## config.mk

```make
export PLATFORM = sky130hd
export DESIGN_NAME = serial_flag_reg
export DESIGN_NICKNAME = d
export VERILOG_FILES = /design/src/rtl/sflag_pkg.sv /design/src/rtl/sflag_arm.sv /design/src/rtl/sflag_tx.sv /design/src/rtl/sflag_rx.sv /design/src/rtl/serial_flag_reg.sv
export SDC_FILE = /design/constraint.sdc
export NUM_CORES = 1
export LEC_CHECK = 0
export BUFFER_PORTS_ARGS = -buffer_cell sky130_fd_sc_hd__buf_2
export CORE_MARGIN = 4
export CORE_UTILIZATION = 25
export CTS_CLUSTER_SIZE = 16
export DETAILED_ROUTE_END_ITERATION = 16
export GPL_TIMING_DRIVEN = 0
export SYNTH_ARGS = -nofsm -noshare
export SYNTH_HDL_FRONTEND = slang
export SYNTH_SLANG_ARGS = --single-unit
```

## constraint.sdc

```tcl
create_clock -name clk -period 2.49 [get_ports clk]
set_clock_uncertainty 0.15 [all_clocks]
set_input_delay 0.498 -clock clk [delete_from_list [all_inputs] [get_ports clk]]
set_output_delay 0.498 -clock clk [all_outputs]
set_load 0.01 [all_outputs]
```

## src/rtl/sflag_pkg.sv

```systemverilog
package sflag_pkg;
  localparam int REG_W  = 8;
  localparam int N_CLR  = 5;   // flags cleared by the read-1/write-0 sequence
  localparam int N_RXF  = 4;   // rx-side clearable flags
  localparam int B_TDRE = 7;
  localparam int B_RDRF = 6;
  localparam int B_ORER = 5;
  localparam int B_FER  = 4;
  localparam int B_PER  = 3;
  localparam int B_TEND = 2;
  localparam int B_MPB  = 1;
  localparam int B_MPBT = 0;
  localparam logic [REG_W-1:0] RST_VAL =
    (REG_W'(1) << B_TDRE) | (REG_W'(1) << B_TEND);
endpackage

```

## src/rtl/sflag_arm.sv

```systemverilog
// Per-flag "seen as 1" tracker; produces a one-cycle clear request.
module sflag_arm #(
  parameter int N = 5
) (
  input  logic         clk,
  input  logic         rst_n,
  input  logic         rd,
  input  logic         wr,
  input  logic [N-1:0] wbits,
  input  logic [N-1:0] flag_q,
  input  logic [N-1:0] flag_d,
  output logic [N-1:0] clr
);
  logic [N-1:0] arm_q;

  assign clr = {N{wr}} & ~wbits & arm_q;

  for (genvar i = 0; i < N; i++) begin : g_arm
    always_ff @(posedge clk or negedge rst_n) begin
      if (!rst_n)          arm_q[i] <= 1'b0;
      else if (wr)         arm_q[i] <= 1'b0;
      else if (!flag_d[i]) arm_q[i] <= 1'b0;
      else if (rd && flag_q[i]) arm_q[i] <= 1'b1;
    end
  end
endmodule

```

## src/rtl/sflag_tx.sv

```systemverilog
module sflag_tx (
  input  logic clk,
  input  logic rst_n,
  input  logic te,
  input  logic tx_xfer,
  input  logic tx_last,
  input  logic dma_wr,
  input  logic cpu_clr,
  output logic tdre_q,
  output logic tend_q,
  output logic tdre_d
);
  logic tend_d;
  logic drop;

  always_comb begin
    drop   = cpu_clr | dma_wr;
    tdre_d = tdre_q;
    tend_d = tend_q;
    if (drop) begin
      tdre_d = 1'b0;
      tend_d = 1'b0;
    end
    if (!te || tx_xfer)          tdre_d = 1'b1;
    if (!te || (tx_last && tdre_q)) tend_d = 1'b1;
  end

  always_ff @(posedge clk or negedge rst_n) begin
    if (!rst_n) begin
      tdre_q <= 1'b1;
      tend_q <= 1'b1;
    end else begin
      tdre_q <= tdre_d;
      tend_q <= tend_d;
    end
  end
endmodule

```

## src/rtl/sflag_rx.sv

```systemverilog
// Flag order in vectors: [3]=full, [2]=overrun, [1]=framing, [0]=parity.
module sflag_rx #(
  parameter int NF = 4
) (
  input  logic          clk,
  input  logic          rst_n,
  input  logic          re,
  input  logic          rx_done,
  input  logic          par_err,
  input  logic          frm_err,
  input  logic          mp_bit,
  input  logic          dma_rd,
  input  logic [NF-1:0] cpu_clr,
  output logic [NF-1:0] flags_q,
  output logic [NF-1:0] flags_d,
  output logic          mpb_q,
  output logic          load,
  output logic          inhibit
);
  logic accept, ovr, err, good;

  assign inhibit = flags_q[2] | flags_q[1] | flags_q[0];
  assign accept  = rx_done & re & ~inhibit;
  assign ovr     = accept & flags_q[3];
  assign load    = accept & ~flags_q[3];
  assign err     = load & (par_err | frm_err);
  assign good    = load & ~par_err & ~frm_err;

  always_comb begin
    flags_d = flags_q;
    if (cpu_clr[3] || dma_rd) flags_d[3] = 1'b0;
    for (int k = 0; k < NF - 1; k++)
      if (cpu_clr[k]) flags_d[k] = 1'b0;
    if (good)            flags_d[3] = 1'b1;
    if (ovr)             flags_d[2] = 1'b1;
    if (err && frm_err)  flags_d[1] = 1'b1;
    if (err && par_err)  flags_d[0] = 1'b1;
  end

  always_ff @(posedge clk or negedge rst_n) begin
    if (!rst_n) begin
      flags_q <= '0;
      mpb_q   <= 1'b0;
    end else begin
      flags_q <= flags_d;
      if (load) mpb_q <= mp_bit;
    end
  end
endmodule

```

## src/rtl/serial_flag_reg.sv

```systemverilog
module serial_flag_reg
  import sflag_pkg::*;
(
  input  logic             clk,
  input  logic             rst_n,
  input  logic             reg_rd,
  input  logic             reg_wr,
  input  logic [REG_W-1:0] reg_wdata,
  input  logic             te,
  input  logic             re,
  input  logic             sync_mode,
  input  logic             tx_xfer,
  input  logic             tx_last,
  input  logic             dma_tdr_wr,
  input  logic             dma_rdr_rd,
  input  logic             rx_done,
  input  logic             rx_par_err,
  input  logic             rx_frm_err,
  input  logic             rx_mp_bit,
  output logic [REG_W-1:0] status,
  output logic             rdr_load,
  output logic             rx_inhibit,
  output logic             tx_inhibit
);
  logic [N_CLR-1:0] clr_q, clr_d, clr_req;
  logic [N_RXF-1:0] rxf_q, rxf_d;
  logic tdre_q, tdre_d, tend_q, mpb_q, mpbt_q;

  sflag_tx u_tx (
    .clk(clk), .rst_n(rst_n), .te(te), .tx_xfer(tx_xfer), .tx_last(tx_last),
    .dma_wr(dma_tdr_wr), .cpu_clr(clr_req[N_CLR-1]),
    .tdre_q(tdre_q), .tend_q(tend_q), .tdre_d(tdre_d)
  );

  sflag_rx #(.NF(N_RXF)) u_rx (
    .clk(clk), .rst_n(rst_n), .re(re), .rx_done(rx_done),
    .par_err(rx_par_err), .frm_err(rx_frm_err), .mp_bit(rx_mp_bit),
    .dma_rd(dma_rdr_rd), .cpu_clr(clr_req[N_RXF-1:0]),
    .flags_q(rxf_q), .flags_d(rxf_d), .mpb_q(mpb_q),
    .load(rdr_load), .inhibit(rx_inhibit)
  );

  assign clr_q = {tdre_q, rxf_q};
  assign clr_d = {tdre_d, rxf_d};

  sflag_arm #(.N(N_CLR)) u_arm (
    .clk(clk), .rst_n(rst_n), .rd(reg_rd), .wr(reg_wr),
    .wbits(reg_wdata[B_TDRE -: N_CLR]), .flag_q(clr_q), .flag_d(clr_d),
    .clr(clr_req)
  );

  always_ff @(posedge clk or negedge rst_n) begin
    if (!rst_n)      mpbt_q <= RST_VAL[B_MPBT];
    else if (reg_wr) mpbt_q <= reg_wdata[B_MPBT];
  end

  always_comb begin
    status         = '0;
    status[B_TDRE] = tdre_q;
    status[B_RDRF] = rxf_q[3];
    status[B_ORER] = rxf_q[2];
    status[B_FER]  = rxf_q[1];
    status[B_PER]  = rxf_q[0];
    status[B_TEND] = tend_q;
    status[B_MPB]  = mpb_q;
    status[B_MPBT] = mpbt_q;
  end

  assign tx_inhibit = sync_mode & rx_inhibit;
endmodule

```

Word-level counts from Yosys, hierarchy flattened. Cells that the tools add are included.

Output and inout bits: 11. Flip-flop bits (word level): 13. Input port bits: 23.

Reduce and logical (&&, ||, !) cells: 13. Muxes and demuxes: 27. Bitwise gates (word level): 19. Equality and inequality tests: 5.

Operators by type and width (number): 2-to-1 mux 1 bit (27); != test 3 bit (second input constant) (4); bitwise AND 5 bit (2); bitwise AND 1 bit (8); logical AND 1 bit (8); inverter 5 bit (1); inverter 1 bit (4); OR 1 bit (4); logical OR 1 bit (3); != test 3 x 2 -> 1 bit (second input constant) (1); nonzero test 2 bit (1); zero test 1 bit (1).

Logic depth before layout (Yosys ltp). Gate-level depths: netlist of run 1.

Word-level depth: 10. Gate-level depth with buffers: 5. Mapped depth without buffers: 4.

By module. A second synthesis of run 1 with hierarchy kept.

Cell total of the unflattened synthesis: 53. Area total of the unflattened synthesis: 648.1 um^2.

Modules (own cells, without submodules): sflag_arm (cells each 21, area an instance 264.0 um^2, instances 1); sflag_rx (cells each 19, area an instance 229.0 um^2, instances 1); sflag_tx (cells each 6, area an instance 78.8 um^2, instances 1); serial_flag_reg (cells each 7, area an instance 76.3 um^2, instances 1).

Least setup slack after synthesis of run 1. Ideal clock, no wire load.

Path kind: reg2out. From: reg u_rx.flags_q[2]. To: out rdr_load. Buffers on the path: 1. Data arrival time: 1.389 ns. Data required time: 1.842 ns. Slack: 0.453 ns. Cell stages (with the launch flop): 5. Path through: dfrtp_1 > or3_1 > buf_2 > or3_4 > clkinv_2.

Cells in the longest elaborated chain, start to end: 5.

RTL lines: start: declaration (line sflag_rx.sv:14) `output logic [NF-1:0] flags_q,`; start signal: assignment (line sflag_rx.sv:45) `flags_q <= flags_d;`; OR 1 bit (2 in a row) (line sflag_rx.sv:22) `assign inhibit = flags_q[2] | flags_q[1] | flags_q[0];`; named net rx_inhibit (line serial_flag_reg.sv:22) `output logic rx_inhibit,`; inverter 1 bit (line sflag_rx.sv:23) `assign accept = rx_done & re & ~inhibit;`; bitwise AND 1 bit (line sflag_rx.sv:23); bitwise AND 1 bit (line sflag_rx.sv:25) `assign load = accept & ~flags_q[3];`; end: declaration (line serial_flag_reg.sv:21) `output logic rdr_load,`.

The timed path passes the listed nets, and every way through them passes these cells.

Worst setup path in the final report of run 1.
From: reg u_rx.flags_q[2]. To: out rdr_load.

Cells in the longest elaborated chain, start to end: 5.

RTL lines (line): OR 1 bit (2 in a row) (sflag_rx.sv:22); inverter 1 bit (sflag_rx.sv:23); bitwise AND 1 bit (sflag_rx.sv:23); bitwise AND 1 bit (sflag_rx.sv:25).

No other way between the ends.

==> metrics.md, run 1 <==
| Metric | Value |
|---|---|
| Vias in the first global route | `626` |
| Worst IR Drop VDD | `0.302 mV` |
| Pin count of the biggest net entering global routing | `14` |
| Synth Area in Compound Gates | `between 10% and 20%` |
| Fin crit period | `between 2 and 2.5 ns` |
| Largest family of logic cells by synthesized area | `compound AO/OA/AOI/OAI gates` |
| Setup violators final | `0` |
| Area post-placement | `just over 800 um2` |
| Chip Height | `58.5 um` |
| Sequential area share after synthesis | `between 50% and 60%` |
| DRT antenna net count | `0` |
| Status | `completed` |
| Mux contribution to synthesized area | `under 10%` |
| CTS root buf | `clkbuf_4` |
| Synthesized cell area | `approximately 640 um2` |
| Clock Pin Slew Worst Setup and Hold Paths | `approximately 0.09 ns` |
| Worst Hold Class | `input port to register` |
| Design area | `between 800 and 900 um2` |
| Core Footprint | `approximately 0.0025 mm2` |
| Count leader, synth | `dfrtp_1` |
| Worst slew margin | `between 60% and 70%` |
| Synth cell count leaders | `dfrtp_1 (11), inv_1 (5), nand3b_1 (5)` |
| Critical Path AT | `roughly 1.8 ns` |
| Clk sinks | `13` |
| Row cnt | `18` |
| Ys async rst share | `100%` |
| H-Tree Depth | `1` |
| Cell variety after synth | `26` |
| Most common flop cell mapped by yosys | `dfrtp_1` |
| Die extent in x | `between 50 and 60 um` |
| Io pins | `34` |
| Initial antenna violation count | `0` |
| Drt first pass iters | `2` |
| Startpoint Class | `register` |
| Number of port buffers | `31` |
| Iter 0 DRT Violations | `5` |
| Post-Synth Adder-Cell Area | `0%` |
| Yosys reg bits | `13` |
| Post-synth EDFFs | `0` |
| Via count | `589` |
| Fraction of layout instances using a drive strength above 1 | `49.0%` |
| Post-synthesis xor/xnor area fraction | `0%` |
| TritonCTS clock tree | `built` |
| Syn. warnings | `0` |
| Fillers | `268` |
| WL final | `between 1500 and 2000 um` |
| Tcrit/Tclk final | `between 90 and 100%` |
| Worst-Skew Late Latency | `between 0.2 and 0.3 ns` |
| GRT Total Usage | `between 10% and 20%` |
| FMAX | `approximately 410 MHz` |
| CTS Buffer Depth | `2` |
| Max-Cap Viols | `0` |
| First-pass GRT wire length | `roughly 2700 um` |
| Synth area leaders | `dfrtp_1 (43%), dfstp_2 (8.2%), nand3b_1 (5.9%)` |
| Pwr dens | `around 740 mW/mm2` |
| Post-synthesis simple-gate area fraction | `roughly 17%` |
| Setup Crit Path Kind | `register to output port` |
| Layout area overhead | `39.8%` |
| Die footprint | `0.00342 mm2` |
| Final Hold Violating Endpoints | `0` |
| Actual slew at the worst max-slew pin | `around 0.45 ns` |
| Top cell type's share of synthesized area | `between 40% and 50%` |
| Avg Cell Area, Syn | `approximately 10 um2` |
| DR WL/cell | `12.1 um` |
| Critical Path Fanout Max | `6` |
| Yosys top cell by area | `dfrtp_1` |
| Setup crit end kind | `output port` |
| Leakage | `~0.00045 uW` |
| Grt ovf | `0` |
| Nets@finish | `124` |
| Initial core utilization | `about a quarter` |
| Final HPWL DP | `between 1000 and 1500 um` |
| Required time worst endpoint | `1.84 ns` |
| DRC viols | `0` |
| Via/cell ratio | `around 4.5` |
| Post-Syn Nets | `84` |
| Post-Syn Instances | `~60` |
| Gpl congestion | `just under 0.8` |
| Slew Limit Fails | `0` |
| Fin Setup TNS | `0 ns` |
| Hold_ws | `0.293 ns` |
| Diode count | `0` |
| CTS buffer count | `3` |
-- state kept, by name, summed over array words and instances (netlist names) --
name / count
u_tx.tdre_q: 1
u_rx.mpb_q: 1
u_arm.arm_q: 5
u_tx.tend_q: 1
mpbt_q: 1
u_rx.flags_q: 4
-- layout make-up --
cell class,instances,area (um2),area share (%)
clock inverter,1,5.00,0.561
sequential,13,328,36.7
tap,30,37.5,4.21
buffer,6,38.8,4.35
inverter,6,25.0,2.81
clock buffer,3,22.5,2.52
multi-input combinational,36,248,27.8
timing repair buffer,35,188,21.0
-- layout by cell type (no fill, tap or decap), drive strengths merged, types with 2 or more instances in the layout --
cell	synthesis	routed
clkbuf	1	4
nand3b	5	5
dfrtp	11	11
dfstp	2	2
a21oi	4	4
a22o	2	2
nand2	4	4
buf	5	39
inv	5	6
o22ai	2	2
o21ai	3	3
mux2	2	2
or3	5	5
-- logic make-up (layout without fill, tap and decap cells) --
logic type             Yosys count  count (layout)
AO/OA/AOI/OAI                   17              17
AND/OR/NAND/NOR                 17              17
flip-flops                      13              13
buffers and inverters           12              51
multiplexers                     2               2
-- final timing paths --
path / endpoint / slack [ns] / from / depth (start not counted)
min reg2reg: u_rx.mpb_q$_DFFE_PN0P_ / 0.35 / u_rx.mpb_q$_DFFE_PN0P_ / 1
max: rdr_load / 0.07 / u_rx.flags_q[2]$_DFF_PN0_ / 5
min: u_rx.mpb_q$_DFFE_PN0P_ / 0.29 / rx_mp_bit / 2
max in group asynchronous: u_tx.tdre_q$_DFF_PN1_ / 1.43 / rst_n / 2
min in group asynchronous: mpbt_q$_DFFE_PN0P_ / 0.48 / rst_n / 2
max reg2reg: u_rx.mpb_q$_DFFE_PN0P_ / 0.45 / u_rx.flags_q[2]$_DFF_PN0_ / 6
-- repair_timing --
| action | CTS | global route |
|---|---|---|
| setup endpoints to repair | 0 | 1 |
| hold buffers | 1 | 0 |
| resized for setup | 0 | 1 |
| buffers inserted | 0 | 3 |
| endpoints found under the hold margin | 11 | 0 |
-- critical path, cell delays in order (launching register included) --
cell and delay [ns]:
dfrtp_1 0.41, or3_1 0.36, buf_2 0.15, or3_4 0.36
inv_4 0.08, buf_2 0.12
-- per-layer routing --
metal | global-route usage (%) | vias up | wire [um]
li1 | - | 294 | -
met1 | 12.5 | 282 | 666
met2 | 17.9 | 11 | 829
met3 | 1.32 | 2 | 54
met4 | 6.95 | 0 | 27
met5 | 0 | - | 0
-- per-stage QoR --
step / utilization (%) / worst slack (ns) / instances / total power, uW
after floorplan: - / 0.453 / 61 / 418
after global placement: 33.8 / 0.339 / 122 / 510
after detailed placement: 33.8 / 0.333 / 122 / 517
after CTS: 35.4 / 0.00975 / 127 / 651
after global routing: 36.3 / -0.0100 / 130 / 712
final: 36.3 / 0.0699 / 130 / 657
-- power by group --
| group | internal, uW | total (uW) | switching, uW |
|---|---|---|---|
| clock | 59.4 | 130 | 70.5 |
| combinational | 124 | 231 | 106 |
| sequential | 258 | 297 | 38.4 |
Note: power is estimated with default switching activity, not from simulation.
==> run 2, diff against run 1 <==
--- a/config.mk
+++ b/config.mk
@@ -5,6 +5,7 @@
 export SDC_FILE = /design/constraint.sdc
 export NUM_CORES = 1
 export LEC_CHECK = 0
+export ABC_AREA = 1
 export BUFFER_PORTS_ARGS = -buffer_cell sky130_fd_sc_hd__buf_2
 export CORE_MARGIN = 4
 export CORE_UTILIZATION = 25
==> metrics.md, run 2 <==
| Metric | Value |
|---|---|
| Status | `completed` |
| Clock power share | `between 20% and 30%` |
| Die extent in x | `58.7 um` |
| Pwr dens | `about 730 mW/mm2` |
| Synthesized cell area | `about 640 um2` |
| Worst IR Drop VDD | `about 0.46 mV` |
| Clk sinks | `13` |
| Setup crit end kind | `output port` |
| Worst Hold Class | `input port to register` |
| Post-synth EDFFs | `0` |
| Tcrit/Tclk final | `a little under 80%` |
| Chip Height | `58.7 um` |
| Reg with most FFs | `u_arm.arm_q` |
| DRT antenna net count | `0` |
| Nets@finish | `approximately 140` |
| Internal Power | `around 420 uW` |
| Fin Setup TNS | `0 ns` |
| RSZ-0062 raised after global routing | `no` |
| CTS root buf | `clkbuf_4` |
| Initial antenna violation count | `0` |
| Count leader, synth | `nand2_1` |
| Cell variety after synth | `17` |
| Mux contribution to synthesized area | `0%` |
| Core Footprint | `approximately 0.0025 mm2` |
| Syn. warnings | `0` |
| Reg-to-reg endpoint | `u_arm.arm_q[1]$_DFFE_PN0P_` |
| Final HPWL DP | `~1200 um` |
| Largest regs | `u_arm.arm_q x5, u_rx.flags_q x4` |
| TritonCTS clock tree | `built` |
| Worst hold path stage count | `2` |
| P_sw | `roughly 220 uW` |
| Worst slew margin | `about four fifths` |
| Die footprint | `between 0.003 and 0.004 mm2` |
| Post-Syn Instances | `78` |
| Required time worst endpoint | `roughly 1.8 ns` |
| Critical Path Fanout Max | `5` |
| CP max stage delay | `about 0.42 ns` |
| Via/cell ratio | `~4.2` |
| Ys async rst share | `between 90% and 100%` |
| CP max stage cell | `dfrtp_1` |
| Yosys top cell by area | `dfrtp_1` |
| Initial core utilization | `a little over a quarter` |
| Most common cell after layout, fill and taps aside | `buf_2` |
| DRC viols | `0` |
| Fin cells | `between 100 and 150` |
| Top cell type's share of synthesized area | `between 40% and 50%` |
| First-pass GRT wire length | `~2500 um` |
| WL final | `around 1500 um` |
| Largest family of logic cells by synthesized area | `simple AND/OR/NAND/NOR gates` |
| Diode count | `0` |
| R2r worst-path depth | `5` |
| Max-Cap Viols | `0` |
| Io pins | `34` |
| H-Tree Depth | `1` |
| CTS Buffer Depth | `2` |
| Critical Path AT | `roughly 1.3 ns` |
| Yosys reg bits | `13` |
| Post-synthesis xor/xnor area fraction | `0%` |
| Final Hold Violating Endpoints | `0` |
| Placed cells | `between 100 and 150` |
| Post-Synth Adder-Cell Area | `0%` |
| GRT Total Usage | `a little under a tenth` |
| Leakage | `0.000469 uW` |
| Via count | `609` |
| Crit path cell chain | `nor2_2 > nand2_2 > nor2_4 > nand2_2 > inv_1 > buf_2` |
| Crit path top cell by count | `nand2_2` |
| FMAX | `507 MHz` |
| Vias in the first global route | `roughly 590` |
| Drt first pass iters | `4` |
| CTS buffer count | `3` |
| Max reg flops | `5` |
| Post-CTS sizing | `0` |
| Layout area overhead | `35.6%` |
| Most common flop cell mapped by yosys | `dfrtp_1` |
| Grt ovf | `0` |
| Synth Area in Compound Gates | `under 10%` |
| Seq pwr share | `a little under half` |
| Startpoint Class | `register` |
| Hold Startpoint | `te` |
| Post-synthesis simple-gate area fraction | `30.5%` |
| Logic pwr share | `between 30% and 40%` |
| Avg Cell Area, Syn | `slightly above 8 um2` |
| Fillers | `about 270` |
| Sequential area share after synthesis | `between 50% and 60%` |
| Synth cell count leaders | `nand2_1 (22), dfrtp_1 (11), a21oi_1 (7), inv_1 (7), nand3_1 (7)` |
| Worst-Skew Late Latency | `approximately 0.27 ns` |
| Actual slew at the worst max-slew pin | `roughly 0.3 ns` |
| Row cnt | `18` |
| Setup violators final | `0` |
| DR WL/cell | `10.4 um` |
| Switching Fraction | `a little over a third` |
| WHS Endpoint | `u_tx.tend_q$_DFFE_PN1P_` |
| Fin crit period | `roughly 2.0 ns` |
| Post-Syn Nets | `approximately 100` |
| Setup Crit Path Kind | `register to output port` |
| R2r startpoint | `u_rx.flags_q[2]$_DFF_PN0_` |
| Number of port buffers | `31` |
| Iter 0 DRT Violations | `10` |
| Fraction of layout instances using a drive strength above 1 | `~40%` |
| Register-to-Register Setup Slack | `approximately 1.2 ns` |
| Most frequent cells in the layout | `buf_2 (31), nand2_1 (22), dfrtp_1 (11)` |
| Clock Pin Slew Worst Setup and Hold Paths | `~0.080 ns` |
| Gpl congestion | `0.741` |
| Pin count of the biggest net entering global routing | `14` |
| Slew Limit Fails | `0` |
| Synth area leaders | `dfrtp_1 (43%), nand2_1 (13%), dfstp_2 (8.2%)` |
-- run 2: power groups by stage --
stage | clock network (uW) | logic (uW) | registers (uW)
final | 129 | 221 | 290
after global routing | 144 | 253 | 296
after CTS | 132 | 225 | 289
after detailed placement | 0 | 224 | 293
after global placement | 0 | 216 | 293
after floorplan | 0 | 125 | 299
-- run 2: metal layers --
metal,up-vias,track usage [%],share of wire (%)
met4,0,0.971,0
met1,266,13.1,48
met3,0,2.85,11
met5,-,0,0
li1,315,-,-
met2,28,13.6,41
-- run 2: what timing repair did --
item / CTS / global route
hold buffers: 1 / 0
hold endpoints to repair: 11 / 0
setup endpoints to repair: 0 / 0
buffers inserted: 0 / 0
-- run 2: layout make-up --
cell class	count	area [um2]	share of cell area, %
Clock buffer	4	26.3	3.01
Inverter	7	26.3	3.01
Sequential cell	13	328	37.6
Timing Repair Buffer	32	165	18.9
Tap cell	30	37.5	4.30
Multi-Input combinational cell	54	259	29.7
Buffer	4	30.0	3.44
-- run 2: how the worst max path moves through the flow --
stage,to,from,slack (ns),cells past startpoint
floorplan,rdr_load,u_rx.flags_q[2]$_DFF_PN0_,0.90,5
global placement,rdr_load,rx_done,0.76,6
detailed placement,rdr_load,rx_done,0.74,6
CTS,rdr_load,u_rx.flags_q[2]$_DFF_PN0_,0.50,6
global route,rdr_load,u_rx.flags_q[2]$_DFF_PN0_,0.40,6
finish,rdr_load,u_rx.flags_q[2]$_DFF_PN0_,0.52,6
-- run 2: stage by stage --
step | total power, uW | hold slack, ns | setup WS, ns | util [%] | instance area (um2)
after CTS | 646 | 0.249 | 0.495 | 35.5 | 872
after global placement | 509 | 0.248 | 0.764 | 34.0 | 836
final | 640 | 0.247 | 0.519 | 35.5 | 872
after detailed placement | 516 | 0.255 | 0.742 | 34.0 | 836
after floorplan | 424 | 0.0524 | 0.898 | - | 643
after global routing | 692 | 0.269 | 0.404 | 35.5 | 872
-- run 2: worst max-delay path, delay by kind of cell, from the launching register on --
| kind | cells | cell delay [ns] |
|---|---|---|
| flops | 1 | 0.42 |
| simple gates | 4 | 0.45 |
| buf+inv | 2 | 0.20 |
-- run 2: kinds of logic (layout without fill, tap and decap cells) --
logic type             after synthesis  after routing
AND/OR/NAND/NOR                     43             43
flip-flops                          13             13
AO/OA/AOI/OAI                       11             11
buffers and inverters               11             47
